## config.mk

```make
export PLATFORM = sky130hd
export DESIGN_NAME = xbus_spi_master
export DESIGN_NICKNAME = d
export VERILOG_FILES = /design/src/rtl/xbus_pkg.sv /design/src/rtl/xbus_shifter.sv /design/src/rtl/xbus_gap_timer.sv /design/src/rtl/xbus_spi_master.sv
export SDC_FILE = /design/constraint.sdc
export NUM_CORES = 1
export LEC_CHECK = 0
export BUFFER_PORTS_ARGS = -buffer_cell sky130_fd_sc_hd__clkbuf_2
export CAP_MARGIN = 20
export CORE_AREA = 2 2 143 173
export DETAILED_ROUTE_END_ITERATION = 16
export DIE_AREA = 0 0 145 175
export PLACE_DENSITY = 0.85
export SLEW_MARGIN = 20
export SYNTH_ARGS = -nofsm -noshare
export SYNTH_HDL_FRONTEND = slang
export SYNTH_HIERARCHICAL = 1
export SYNTH_SLANG_ARGS = --single-unit
export TNS_END_PERCENT = 10
```

## constraint.sdc

```tcl
create_clock -name clk -period 6.91 [get_ports clk]
set_input_delay 2.073 -clock clk [delete_from_list [all_inputs] [get_ports clk]]
set_output_delay 2.073 -clock clk [all_outputs]
set_load 0.005 [all_outputs]
```

## src/rtl/xbus_pkg.sv

```systemverilog
package xbus_pkg;

    localparam int MAX_BYTES = 15;
    localparam int LEN_W     = 4;

    localparam logic [3:0] OP_WRITE_NIB = 4'h3;
    localparam logic [3:0] OP_READ_NIB  = 4'h2;
    localparam logic [7:0] STATUS_READY = 8'h02;

    typedef enum logic [2:0] {
        ST_IDLE,
        ST_SELECT,
        ST_WAIT,
        ST_SHIFT,
        ST_RELEASE
    } seq_state_t;

    typedef enum logic [2:0] {
        PH_ADDR_LO,
        PH_ADDR_HI,
        PH_CMD,
        PH_STATUS,
        PH_DATA,
        PH_SUM
    } phase_t;

    typedef struct packed {
        logic             is_write;
        logic [15:0]      addr;
        logic [LEN_W-1:0] len;
    } txn_t;

    function automatic logic [LEN_W-1:0] clamp_len(input logic [7:0] n);
        return (n > 8'(MAX_BYTES)) ? LEN_W'(MAX_BYTES) : n[LEN_W-1:0];
    endfunction

    function automatic logic [7:0] cmd_byte(input logic wr, input logic [LEN_W-1:0] len);
        return {(wr ? OP_WRITE_NIB : OP_READ_NIB), len};
    endfunction

endpackage

```

## src/rtl/xbus_shifter.sv

```systemverilog
module xbus_shifter #(
    parameter int DIV = 2
) (
    input  logic       clk,
    input  logic       rst,
    input  logic       start,
    input  logic [7:0] tx_byte,
    input  logic       miso,
    output logic       busy,
    output logic       done,
    output logic [7:0] rx_byte,
    output logic       sclk,
    output logic       mosi
);
    localparam int DIV_W = (DIV > 1) ? $clog2(DIV) : 1;

    logic [DIV_W-1:0] div_q;
    logic [2:0]       bit_q;
    logic [7:0]       sh_q;
    logic [7:0]       rx_q;
    logic             sclk_q;
    logic             busy_q;
    logic             done_q;

    always_ff @(posedge clk) begin
        if (rst) begin
            div_q  <= '0;
            bit_q  <= '0;
            sh_q   <= '0;
            rx_q   <= '0;
            sclk_q <= 1'b0;
            busy_q <= 1'b0;
            done_q <= 1'b0;
        end else begin
            done_q <= 1'b0;
            if (start && !busy_q) begin
                sh_q   <= tx_byte;
                bit_q  <= '0;
                div_q  <= '0;
                sclk_q <= 1'b0;
                busy_q <= 1'b1;
            end else if (busy_q) begin
                if (div_q == DIV_W'(DIV - 1)) begin
                    div_q <= '0;
                    if (!sclk_q) begin
                        sclk_q <= 1'b1;
                        rx_q   <= {rx_q[6:0], miso};
                    end else begin
                        sclk_q <= 1'b0;
                        sh_q   <= {sh_q[6:0], 1'b0};
                        bit_q  <= bit_q + 3'd1;
                        if (bit_q == 3'd7) begin
                            busy_q <= 1'b0;
                            done_q <= 1'b1;
                        end
                    end
                end else begin
                    div_q <= div_q + 1'b1;
                end
            end
        end
    end

    assign busy    = busy_q;
    assign done    = done_q;
    assign rx_byte = rx_q;
    assign sclk    = sclk_q;
    assign mosi    = sh_q[7];

    // data line holds while the clock is high
    p_mosi_hold_r7: assert property (@(posedge clk) disable iff (rst)
        (sclk_q && $past(sclk_q)) |-> $stable(sh_q[7]));

    // a new byte is only launched on an idle shifter
    p_start_idle_r7: assert property (@(posedge clk) disable iff (rst)
        start |-> !busy_q);

endmodule

```

## src/rtl/xbus_gap_timer.sv

```systemverilog
module xbus_gap_timer #(
    parameter int W = 8
) (
    input  logic         clk,
    input  logic         rst,
    input  logic         load,
    input  logic [W-1:0] value,
    output logic         expired
);
    logic [W-1:0] cnt_q;

    always_ff @(posedge clk) begin
        if (rst) begin
            cnt_q <= '0;
        end else if (load) begin
            cnt_q <= value;
        end else if (cnt_q != '0) begin
            cnt_q <= cnt_q - 1'b1;
        end
    end

    assign expired = (cnt_q == '0);

    // once elapsed, the gap stays elapsed until reloaded
    p_stay_expired_r8: assert property (@(posedge clk) disable iff (rst)
        (!load && expired) |=> expired);

endmodule

```

## src/rtl/xbus_spi_master.sv

```systemverilog
module xbus_spi_master
    import xbus_pkg::*;
#(
    parameter int CLK_DIV   = 2,
    parameter int GAP_W     = 8,
    parameter int MAX_TRIES = 10
) (
    input  logic                       clk,
    input  logic                       rst,
    input  logic                       req_valid,
    input  logic                       req_write,
    input  logic [15:0]                req_addr,
    input  logic [7:0]                 req_len,
    input  logic [MAX_BYTES*8-1:0]     req_wdata,
    input  logic [GAP_W-1:0]           cfg_gap,
    input  logic [GAP_W-1:0]           cfg_recover,
    output logic                       busy,
    output logic                       done,
    output logic                       error,
    output logic [LEN_W-1:0]           xfer_count,
    output logic [MAX_BYTES*8-1:0]     rd_data,
    output logic                       spi_sclk,
    output logic                       spi_mosi,
    input  logic                       spi_miso,
    output logic                       spi_cs_n
);
    localparam int TRY_W = $clog2(MAX_TRIES + 1);

    seq_state_t                   state_q;
    phase_t                       phase_q;
    txn_t                         txn_q;
    logic [MAX_BYTES-1:0][7:0]    wdata_q;
    logic [MAX_BYTES-1:0][7:0]    rdata_q;
    logic [LEN_W-1:0]             idx_q;
    logic [7:0]                   sum_q;
    logic [TRY_W-1:0]             tries_q;
    logic                         fail_q;
    logic                         cs_n_q;
    logic                         done_q;
    logic                         error_q;
    logic [LEN_W-1:0]             count_q;

    logic                         sh_start;
    logic [7:0]                   sh_tx;
    logic                         sh_busy;
    logic                         sh_done;
    logic [7:0]                   sh_rx;
    logic                         gap_load;
    logic [GAP_W-1:0]             gap_val;
    logic                         gap_expired;

    phase_t                       nxt_phase;
    logic                         nxt_end;
    logic                         nxt_fail;
    logic                         last_data;

    xbus_shifter #(.DIV(CLK_DIV)) u_shifter (
        .clk     (clk),
        .rst     (rst),
        .start   (sh_start),
        .tx_byte (sh_tx),
        .miso    (spi_miso),
        .busy    (sh_busy),
        .done    (sh_done),
        .rx_byte (sh_rx),
        .sclk    (spi_sclk),
        .mosi    (spi_mosi)
    );

    xbus_gap_timer #(.W(GAP_W)) u_gap (
        .clk     (clk),
        .rst     (rst),
        .load    (gap_load),
        .value   (gap_val),
        .expired (gap_expired)
    );

    // Byte presented to the wire for the current phase
    always_comb begin
        case (phase_q)
            PH_ADDR_LO: sh_tx = txn_q.addr[7:0];
            PH_ADDR_HI: sh_tx = txn_q.addr[15:8];
            PH_CMD:     sh_tx = cmd_byte(txn_q.is_write, txn_q.len);
            PH_DATA:    sh_tx = txn_q.is_write ? wdata_q[idx_q] : 8'h00;
            default:    sh_tx = 8'h00;
        endcase
    end

    // Frame progression after a completed byte
    always_comb begin
        nxt_phase = phase_q;
        nxt_end   = 1'b0;
        nxt_fail  = 1'b0;
        last_data = (idx_q == txn_q.len - 4'd1);
        case (phase_q)
            PH_ADDR_LO: nxt_phase = PH_ADDR_HI;
            PH_ADDR_HI: nxt_phase = PH_CMD;
            PH_CMD: begin
                if (!txn_q.is_write)          nxt_phase = PH_STATUS;
                else if (txn_q.len == '0)     nxt_end   = 1'b1;
                else                          nxt_phase = PH_DATA;
            end
            PH_STATUS: begin
                if (sh_rx != STATUS_READY) begin
                    nxt_end  = 1'b1;
                    nxt_fail = 1'b1;
                end else if (txn_q.len == '0) begin
                    nxt_phase = PH_SUM;
                end else begin
                    nxt_phase = PH_DATA;
                end
            end
            PH_DATA: begin
                if (last_data) begin
                    if (txn_q.is_write) nxt_end   = 1'b1;
                    else                nxt_phase = PH_SUM;
                end
            end
            PH_SUM: begin
                nxt_end  = 1'b1;
                nxt_fail = (sh_rx != sum_q);
            end
            default: nxt_end = 1'b1;
        endcase
    end

    assign sh_start = (state_q == ST_WAIT) && gap_expired;
    assign gap_load = (state_q == ST_SELECT) || ((state_q == ST_SHIFT) && sh_done);
    assign gap_val  = ((state_q == ST_SHIFT) && nxt_end && nxt_fail) ? cfg_recover : cfg_gap;

    always_ff @(posedge clk) begin
        if (rst) begin
            state_q <= ST_IDLE;
            phase_q <= PH_ADDR_LO;
            txn_q   <= '0;
            wdata_q <= '0;
            rdata_q <= '0;
            idx_q   <= '0;
            sum_q   <= '0;
            tries_q <= '0;
            fail_q  <= 1'b0;
            cs_n_q  <= 1'b1;
            done_q  <= 1'b0;
            error_q <= 1'b0;
            count_q <= '0;
        end else begin
            done_q <= 1'b0;
            case (state_q)
                ST_IDLE: begin
                    if (req_valid) begin
                        txn_q.is_write <= req_write;
                        txn_q.addr     <= req_addr;
                        txn_q.len      <= clamp_len(req_len);
                        wdata_q        <= req_wdata;
                        tries_q        <= TRY_W'(1);
                        state_q        <= ST_SELECT;
                    end
                end
                ST_SELECT: begin
                    cs_n_q  <= 1'b0;
                    phase_q <= PH_ADDR_LO;
                    idx_q   <= '0;
                    sum_q   <= '0;
                    fail_q  <= 1'b0;
                    state_q <= ST_WAIT;
                end
                ST_WAIT: begin
                    if (gap_expired) state_q <= ST_SHIFT;
                end
                ST_SHIFT: begin
                    if (sh_done) begin
                        if (phase_q == PH_DATA) begin
                            idx_q <= idx_q + 1'b1;
                            sum_q <= sum_q + sh_rx;
                            if (!txn_q.is_write) rdata_q[idx_q] <= sh_rx;
                        end
                        if (nxt_end) begin
                            cs_n_q  <= 1'b1;
                            fail_q  <= nxt_fail;
                            state_q <= ST_RELEASE;
                        end else begin
                            phase_q <= nxt_phase;
                            state_q <= ST_WAIT;
                        end
                    end
                end
                ST_RELEASE: begin
                    if (gap_expired) begin
                        if (fail_q && (tries_q < TRY_W'(MAX_TRIES))) begin
                            tries_q <= tries_q + 1'b1;
                            state_q <= ST_SELECT;
                        end else begin
                            done_q  <= 1'b1;
                            error_q <= fail_q;
                            count_q <= fail_q ? '0 : txn_q.len;
                            state_q <= ST_IDLE;
                        end
                    end
                end
                default: state_q <= ST_IDLE;
            endcase
        end
    end

    assign busy       = (state_q != ST_IDLE);
    assign done       = done_q;
    assign error      = error_q;
    assign xfer_count = count_q;
    assign rd_data    = rdata_q;
    assign spi_cs_n   = cs_n_q;

    // clock parked low whenever the target is deselected
    p_sclk_parked_r7: assert property (@(posedge clk) disable iff (rst)
        spi_cs_n |-> !spi_sclk);

    // chip select moves only between bytes
    p_cs_quiet_r8: assert property (@(posedge clk) disable iff (rst)
        !$stable(cs_n_q) |-> !sh_busy);

    // completion is a single-cycle pulse
    p_done_pulse_r9: assert property (@(posedge clk) disable iff (rst)
        done_q |=> !done_q);

    // a request seen while busy leaves the latched transaction untouched
    p_req_ignored_r9: assert property (@(posedge clk) disable iff (rst)
        (busy && req_valid) |=> $stable(txn_q));

    // error completion reports nothing valid
    p_err_count_r6: assert property (@(posedge clk) disable iff (rst)
        (done_q && error_q) |-> (count_q == '0));

    // attempt counter never passes the limit
    p_tries_cap_r6: assert property (@(posedge clk) disable iff (rst)
        tries_q <= TRY_W'(MAX_TRIES));

endmodule

```

**Word-level counts from Yosys, hierarchy flattened**

Cells that the tools add are included.

- Add/sub/neg operators: 7
- Order comparisons: 4
- Equal/unequal tests: 26
- Muxes and demuxes: 66
- Bitwise operators: 8
- Reductions and logical operators: 37

Operator list:

| kind | number |
|---|---|
| $bwmux 120 | 1 |
| $mux 8 | 12 |
| $mux 3 | 12 |
| $bmux 8 s4 | 1 |
| $demux 8 s4 | 1 |
| $pmux 8 s4 | 1 |
| $pmux 3 s5 | 2 |
| $mux 4 | 7 |
| $mux 1 | 21 |
| $pmux 4 s2 | 2 |
| $pmux 8 s2 | 1 |
| $reduce_and 4->1 | 4 |
| $reduce_and 3->1 | 5 |
| $eq 3x2->1 const B | 4 |
| $eq 3x3->1 const B | 4 |
| $ne 2x2->1 const B | 6 |
| $reduce_bool 2->1 | 6 |
| $ne 3x3->1 const B | 3 |
| $add 4x1->4 const B | 2 |
| $add 8x8->8 | 1 |
| $gt 8x4->1 const B | 1 |
| $logic_not 8->1 | 1 |
| $ne 8x2->1 const B | 1 |
| $ne 8x8->1 | 1 |
| other kinds (28) | 48 |

- Flip-flop bits (word level): 322
- Input port bits: 165
- Output and inout bits: 130
- Logic and storage cells: 199

**Depth between registers and ports, before layout**

Gate-level depths: netlist of the first run.

- Word-level depth: 8
- Gate-level depth with buffers: 10
- Gate-level depth less buffers: 8

**Cells and area by module**

Netlist of the first run, hierarchy kept.

Modules (own cells, without submodules):

| module | times used | cells each | area an instance (um^2) | seq. area each (um^2) |
|---|---|---|---|---|
| xbus_spi_master | 1 | 1498 | 12420.7 | 5825.6 |
| xbus_shifter | 1 | 98 | 949.7 | 460.4 |
| xbus_gap_timer | 1 | 53 | 475.5 | 160.2 |

**Worst setup path after synthesis of the first run**

OpenSTA, ideal clock, no wires.

- Path kind: input to register
- Start point: input req_valid
- End point: register txn_q[10] in the netlist's numbering
- Library setup time: 0.070 ns
- Arrival: 3.233 ns
- Required time: 6.840 ns
- Setup slack: 3.606 ns
- Stages on the path: 5
- Buffers on the path: 2
- Cell sequence: nor4b_2 -> clkbuf_1 -> clkbuf_1 -> nand2_1 -> a21oi_1

- Cells in the longest elaborated chain, start to end: 1

RTL lines:

| item | line | RTL |
|---|---|---|
| start, declared | xbus_spi_master.sv:10 | `input logic req_valid,` |
| $reduce_and 2->1 (no line) | -- |  |
| end, declared | xbus_spi_master.sv:31 | `txn_t txn_q;` |

No other way between the ends.
A chain may end at the register's enable or synchronous reset.

**Worst setup path in the final report of the first run**

- Start point: register state_q[2]
- End point: output busy

- Cells in the longest elaborated chain, start to end: 1

RTL lines:

| item | line | RTL |
|---|---|---|
| start, declared | xbus_spi_master.sv:29 | `seq_state_t state_q;` |
| start signal, assigned | xbus_spi_master.sv:133 | `state_q <= ST_IDLE;` |
| start signal, assigned | xbus_spi_master.sv:156 | `state_q <= ST_SELECT;` |
| start signal, assigned | xbus_spi_master.sv:165 | `state_q <= ST_WAIT;` |
| $reduce_bool 3->1 | xbus_spi_master.sv:205 | `assign busy = (state_q != ST_IDLE);` |
| end, declared | xbus_spi_master.sv:17 | `output logic busy,` |

No other way between the ends.

==> results.py, run 1 <==
metrics = {
    "power_and_ir_drop": {
        "vdd_drop_max_v": 0.000238,
        "p_leak_nw": 6.41,
        "swShare_pct": 25.4,
        "p_total_w": 0.00449,
        "pwr-share-clk_pct": 41.4,
        "internal_power_w": 0.00335,
        "pwr-share-comb_pct": 12.7,
        "powerDensity_nw_per_um2": 274,
        "power_frac_seq_pct": 45.9,
        "power_switching_w": 0.00114,
    },
    "cts": {
        "ctsHtreeMaxLevel": 1,
        "ctsHoldBuffers": 0,
        "cts_root_buf": "clkbuf_16",
        "cts_resized": 0,
        "cts_made_buffers": 31,
        "path_clk_slew_ps": 60,
        "clockBufferDepth": 3,
        "clk_latency_ps": 570,
        "cts_sinks": 322,
        "cts_tree": "built",
        "post_cts_buffers": 0,
    },
    "floorplan": {
        "die-area_um2": 25400,
        "die_y_um": 175,
        "die_w_um": 145,
        "initial_core_util_pct": 58.5,
        "design.core.area_um2": 23700,
        "io_pins": 295,
        "fp-row-count": 62,
    },
    "logic_synthesis": {
        "ys_seq_area_share_pct": 46.6,
        "async_flop_share_pct": 0,
        "synth_cells": 1649,
        "netlist_area_um2": 13800,
        "avgSynthCellArea_um2": 8.40,
        "netlist-cell-type-count": 74,
        "synthFlopType": "dfxtp_1",
        "synth_edf_count": 0,
        "synth-warning-count": 6,
        "ys_seq_elements": 322,
        "synth_fp_nets": 1831,
    },
    "critical_path": {
        "r2r-start": "u_shifter/rx_byte[3]",
        "critPathKind": "register to primary output",
        "crit_required_ps": 4840,
        "crit_path_top_delay_cell": "or3_1",
        "r2r-end": "u_gap/cnt_q[1]",
        "cp_num_cells": 2,
        "end_kind": "primary output",
        "reg2reg_slack_ps": 3490,
        "crit_chain": "or3_1, clkbuf_2",
        "max_stage_delay_ps": 460,
        "startpoint_type": "register",
        "critPathTopFamily": "simple AND/OR/NAND/NOR gates",
        "cp_max_fo": 11,
        "rr_worst_depth": 8,
        "cp_num_buf_inv": 1,
        "arrival_ps": 1570,
    },
    "finish": {
        "final_cell_mix": "438 x nand2_1, 320 x dfxtp_1, 293 x clkbuf_2",
        "syn2layout_area_growth_pct": 18.4,
        "fin_cells": 2201,
        "drive_gt1_share_pct": 22.6,
        "fill_cells": 1800,
        "n_antenna_cell": 0,
        "fin_util_pct": 69.3,
        "layout.nets": 2040,
        "final_common_cell": "nand2_1",
    },
    "outcome": {
        "outcome": "finished clean",
    },
    "timing": {
        "slew_violations": 0,
        "rsz0062_at_grt": "false",
        "tightest_slew_ps": 1100,
        "fin_worst_skew_ps": 15.9,
        "setup_viol_count_final": 0,
        "final-hold-violation-count": 0,
        "fmax_mhz": 274,
        "final.setup.tns_ps": 0,
        "max-slew-margin-rel_pct": 26.8,
        "layout_min_cycle_time_ps": 3640,
        "timing.final.crit_share_pct": 52.7,
    },
    "detailed_routing": {
        "routed_via_density": 5.71,
        "drtIter0Drc": 938,
        "wl_per_cell_um": 16.8,
        "wl_um": 37000,
        "num_vias": 12600,
        "drt-pass1-iter-count": 6,
        "drc": 0,
        "antenna_left": 0,
    },
    "hold_path": {
        "hold_path_depth": 2,
        "min_from": "wdata_q[80]",
        "min_delay_worst_endpoint": "wdata_q[80]",
        "min_path_type": "register to register",
    },
    "placement": {
        "gp_congestion": 0.864,
        "io_buffers": 294,
        "dpl.hpwl_um": 24200,
        "place_inst": 2145,
    },
    "global_route": {
        "grt_max_degree": 176,
        "antenna_found_initial": 0,
        "grt_pass1_wl_um": 60000,
        "grt_util_all_layers_pct": 28.4,
        "grt_pass1_vias": 11800,
        "overflow": 0,
    },
    "job": {
        "max_cap_viol_count": 0,
    },
}
-- cells in the mapped netlist, drive strengths merged (9+ instances only) --
cell type,count,area (µm²)
a211oi,15,138
a21oi,281,1410
a22oi,11,82.6
buf,35,263
clkbuf,99,372
dfxtp,322,6450
ha,16,200
inv,12,45.0
mux2,9,101
mux2i,26,260
mux4,31,698
nand2,438,1640
nand3,134,671
nor2,59,221
nor2b,10,62.6
nor3,16,80.1
o21ai,15,75.1
xnor2,10,87.6
-- registers in the layout, summed over array words and instances (netlist names) --
signal / count
xfer_count: 4
state_q: 3
u_shifter/rx_byte: 8
rd_data: 120
u_shifter/busy: 1
wdata_q: 120
tries_q: 4
u_shifter/sclk: 1
u_gap/cnt_q: 8
u_shifter/div_q: 1
spi_cs_n: 1
u_shifter/sh_q: 8
fail_q: 1
u_shifter/bit_q: 3
error: 1
idx_q: 4
txn_q: 21
phase_q: 3
done: 1
u_shifter/done: 1
sum_q: 8
-- cell families after synthesis --
kind of cell / synth area share [%]
fa+ha+maj: 1.59
compound gates: 15.3
mux: 7.65
buf+inv: 4.91
xor+xnor: 1.24
flops: 46.6
simple gates: 22.7
-- tightest hold or removal path: stages (launching register included) --
cell     delay (ps)
dfxtp_1         310
nand2_1          50
a21oi_1          50
-- power groups by stage --
stage	combinational (W)	clock, W	sequential (W)
2_1_floorplan	0.000437	0	0.00207
3_3_place_gp	0.000549	0	0.00209
3_5_place_dp	0.000564	0	0.00210
4_1_cts	0.000569	0.00187	0.00206
5_1_grt	0.000635	0.00195	0.00208
6_report	0.000570	0.00186	0.00206
-- metrics by stage --
step / setup slack (ps) / instance area, µm² / hold WS (ps)
finish: 3270 / 16400 / 452
floorplan: 3610 / 13800 / 433
detailed placement: 3040 / 15200 / 445
global route: 3230 / 16400 / 466
CTS: 3260 / 16400 / 454
global placement: 3090 / 15200 / 439
-- layout make-up --
type / instances / area [µm²] / share of cell area [%]
Multi-Input combinational cell: 1181 / 6730 / 41.1
Sequential cell: 322 / 6450 / 39.3
Clock inverter: 13 / 228 / 1.39
Tap cell: 320 / 400 / 2.44
Inverter: 12 / 45.0 / 0.275
Timing Repair Buffer: 310 / 1630 / 9.93
Clock buffer: 43 / 911 / 5.56
-- worst max path at each step --
stage | end | start | slack (ps)
floorplan | txn_q[10] | req_valid | 3610
global placement | wdata_q[118] | req_valid | 3090
detailed placement | wdata_q[77] | req_valid | 3040
CTS | busy | state_q[2] | 3260
global route | busy | state_q[2] | 3230
finish | busy | state_q[2] | 3270
-- layer usage --
metal | share of wire [%] | track usage (%)
met5 | 0 | 0
met3 | 7.2 | 4.13
met1 | 40 | 36.3
met2 | 49 | 48.5
met4 | 3.8 | 11.6
Power figures use the tool's default switching activity.
==> run 2: changes to the inputs <==
--- a/config.mk
+++ b/config.mk
@@ -5,12 +5,13 @@
 export SDC_FILE = /design/constraint.sdc
 export NUM_CORES = 1
 export LEC_CHECK = 0
+export ABC_AREA = 1
 export BUFFER_PORTS_ARGS = -buffer_cell sky130_fd_sc_hd__clkbuf_2
 export CAP_MARGIN = 20
-export CORE_AREA = 2 2 143 173
+export CORE_AREA = 2 2 149 181
 export DETAILED_ROUTE_END_ITERATION = 16
-export DIE_AREA = 0 0 145 175
-export PLACE_DENSITY = 0.85
+export DIE_AREA = 0 0 151 183
+export PLACE_DENSITY = 0.79
 export SLEW_MARGIN = 20
 export SYNTH_ARGS = -nofsm -noshare
 export SYNTH_HDL_FRONTEND = slang
==> constraint.sdc (replaced) <==
create_clock -name clk -period 3.5 [get_ports clk]
set_input_delay 1.05 -clock clk [delete_from_list [all_inputs] [get_ports clk]]
set_output_delay 1.05 -clock clk [all_outputs]
set_load 0.005 [all_outputs]
==> run 2 against run 1 <==
Net effect:
- cell area rose by 2.1%
- first-iteration DRC count shrank 3.1%
- global-route usage fell by 0.71 points
- sequential power increased by 140%
- cell count increased by 13%
- non-clock buffer count rose by 15
- total power rose to 2.5 times the previous value
- synthesized cell count is 14% higher
- wire length grew 6.6%
- critical path type unchanged
- critical endpoint is now spi_sclk
- largest cell class is now sequential cells
==> results.py, run 2 <==
metrics = {
    "global_route": {
        "grt_pass1_vias": 12300,
        "gr-usage-met2_pct": 47.8,
        "grt_util_met3_pct": 3.41,
        "gr-max-usage-layer": "met2",
        "use_met1_pct": 34.5,
        "grt_util_all_layers_pct": 27.7,
        "grt_pass1_wl_um": 61800,
        "grt_max_degree": 80,
        "antenna_found_initial": 1,
        "overflow": 0,
    },
    "finish": {
        "final_cell_area_um2": 16700,
        "fin_cells": 2484,
        "drive_gt1_share_pct": 19.7,
        "syn2layout_area_growth_pct": 19.1,
        "layout.nets": 2307,
        "fin_util_pct": 64.7,
        "n_antenna_cell": 0,
        "final_common_cell": "a21oi_1",
        "final_cell_mix": "334 x a21oi_1, 322 x dfxtp_1, 293 x clkbuf_2",
    },
    "placement": {
        "dpl.hpwl_um": 27200,
        "io_buffers": 294,
        "place_inst": 2427,
        "place_ws_ps": 1000,
        "gp_congestion": 0.868,
        "placed_area_um2": 15600,
    },
    "floorplan": {
        "die_y_um": 183,
        "io_pins": 295,
        "initial_core_util_pct": 54.3,
        "die-area_um2": 27600,
        "fp-row-count": 65,
        "design.core.area_um2": 25900,
        "die_w_um": 151,
    },
    "power_and_ir_drop": {
        "p_leak_nw": 7.23,
        "vdd_drop_max_v": 0.000453,
        "powerDensity_nw_per_um2": 683,
    },
    "logic_synthesis": {
        "netlist_area_um2": 14000,
        "synth_top_area_share_pct": 45.9,
        "yosysTopAreaCell": "dfxtp_1",
        "async_flop_share_pct": 0,
        "synth_common_cells": "334 x a21oi_1, 322 x dfxtp_1, 261 x inv_1",
        "synth_edf_count": 0,
        "synth_fp_nets": 2066,
        "netlist-cell-type-count": 43,
        "synthFlopType": "dfxtp_1",
        "synth_cells": 1884,
        "synth_area_leaders": "dfxtp_1 46%, a21oi_1 12%, o21ai_0 9.0%",
        "ys_seq_elements": 322,
        "synth-warning-count": 6,
        "yosysMostFrequentCell": "a21oi_1",
        "avgSynthCellArea_um2": 7.45,
        "ys_seq_area_share_pct": 45.9,
    },
    "critical_path": {
        "r2r-start": "u_gap/cnt_q[0]",
        "arrival_ps": 1500,
        "critPathKind": "register to primary output",
        "end_kind": "primary output",
        "crit_required_ps": 2450,
        "cp_num_buf_inv": 1,
        "startpoint_type": "register",
        "crit_path_top_delay_cell": "dfxtp_1",
        "crit_start": "u_shifter/sclk",
        "crit_chain": "clkbuf_2",
        "reg2reg_slack_ps": 970,
        "r2r-end": "wdata_q[54]",
        "cp_max_fo": 14,
        "max_stage_delay_ps": 710,
        "rr_worst_depth": 14,
        "critPathTopFamily": "flip-flops",
    },
    "cts": {
        "post_cts_buffers": 0,
        "cts_root_buf": "clkbuf_16",
        "cts_resized": 0,
        "clockBufferDepth": 3,
        "clk_latency_ps": 570,
        "ctsHoldBuffers": 0,
        "cts_made_buffers": 31,
        "cts_tree": "built",
        "ctsHtreeMaxLevel": 1,
        "path_clk_slew_ps": 70,
        "cts_sinks": 322,
    },
    "hold_path": {
        "hold_path_depth": 2,
        "min_path_type": "register to register",
        "min_delay_worst_endpoint": "rd_data[54]",
        "min_from": "rd_data[54]",
    },
    "detailed_routing": {
        "drc": 0,
        "routed_via_density": 5.42,
        "antenna_left": 0,
        "num_vias": 13500,
        "wl_um": 39500,
        "drt-pass1-iter-count": 5,
        "drtIter0Drc": 909,
        "wl_per_cell_um": 15.9,
    },
    "timing": {
        "fin_ws_ps": 952,
        "fmax_mhz": 392,
        "fin_worst_skew_ps": 17.7,
        "final-hold-violation-count": 0,
        "layout_min_cycle_time_ps": 2550,
        "tightest_slew_ps": 1130,
        "setup_viol_count_final": 0,
        "rsz0062_at_grt": "false",
        "max-slew-margin-rel_pct": 24.6,
        "slew_violations": 0,
        "final.setup.tns_ps": 0,
        "timing.final.crit_share_pct": 72.8,
    },
    "outcome": {
        "outcome": "finished clean",
    },
    "job": {
        "max_cap_viol_count": 0,
    },
}
-- run 2: cell count changes in the layout (fill, tap and decap cells not counted), sizes merged, moves of 24 or more --
cell	previous run	this run
mux2i	26	0
o21ai	15	261
mux4	31	0
nand3	134	105
a21oi	281	334
inv	13	271
nand2	438	268
nor2	59	103
o221ai	0	24
-- run 2: metal layers --
metal | wire length [µm] | part of all wire [%] | vias to the layer above
met4 | 1630 | 4.1 | 2
met3 | 2780 | 7.0 | 102
met1 | 16100 | 41 | 6074
li1 | - | - | 6717
met5 | 16 | 0.041 | -
met2 | 18900 | 48 | 560
-- run 2: power by group --
group | switching, W | internal [W]
clock | 0.00144 | 0.00223
sequential | 0.000373 | 0.00451
combinational | 0.00188 | 0.00101
-- run 2: how the worst max path moves through the flow --
stage          slack [ps]                 to  cells after the start
5_1_grt               720  u_shifter/sh_q[2]                     15
3_3_place_gp         1020         wdata_q[0]                      9
3_5_place_dp         1000        wdata_q[54]                      9
2_1_floorplan        1420        rd_data[15]                      6
6_report              950           spi_sclk                      1
4_1_cts               930           spi_sclk                      1
-- run 2: logic make-up (layout without fill, tap and decap cells) --
| kind of cell | count (synthesis) | after routing | share of synthesized area [%] |
|---|---|---|---|
| AOI/OAI and AO/OA | 640 | 640 | 23.9 |
| and+or+nand+nor | 511 | 511 | 16.5 |
| buffers and inverters | 388 | 653 | 11.8 |
| DFF | 322 | 322 | 45.9 |
| adders and majority gates | 17 | 17 | 1.57 |
| xor gates and xnor gates | 6 | 6 | 0.374 |
-- run 2: area by class of cell --
cell class	instances	area (µm²)
fillers	2235	9130
flip-flops and latches	322	6450
multi-input cells	1174	5950
repair buffers	325	1760
inverters	271	1020
clock buffers	43	901
well taps	335	419
clock inverters	14	230
-- run 2: metrics by stage --
step,power (W),hold slack [ps]
after global routing,0.0121,462
after floorplan,0.00709,425
after CTS,0.0114,443
after detailed placement,0.00776,433
after global placement,0.00766,430
final,0.0114,441
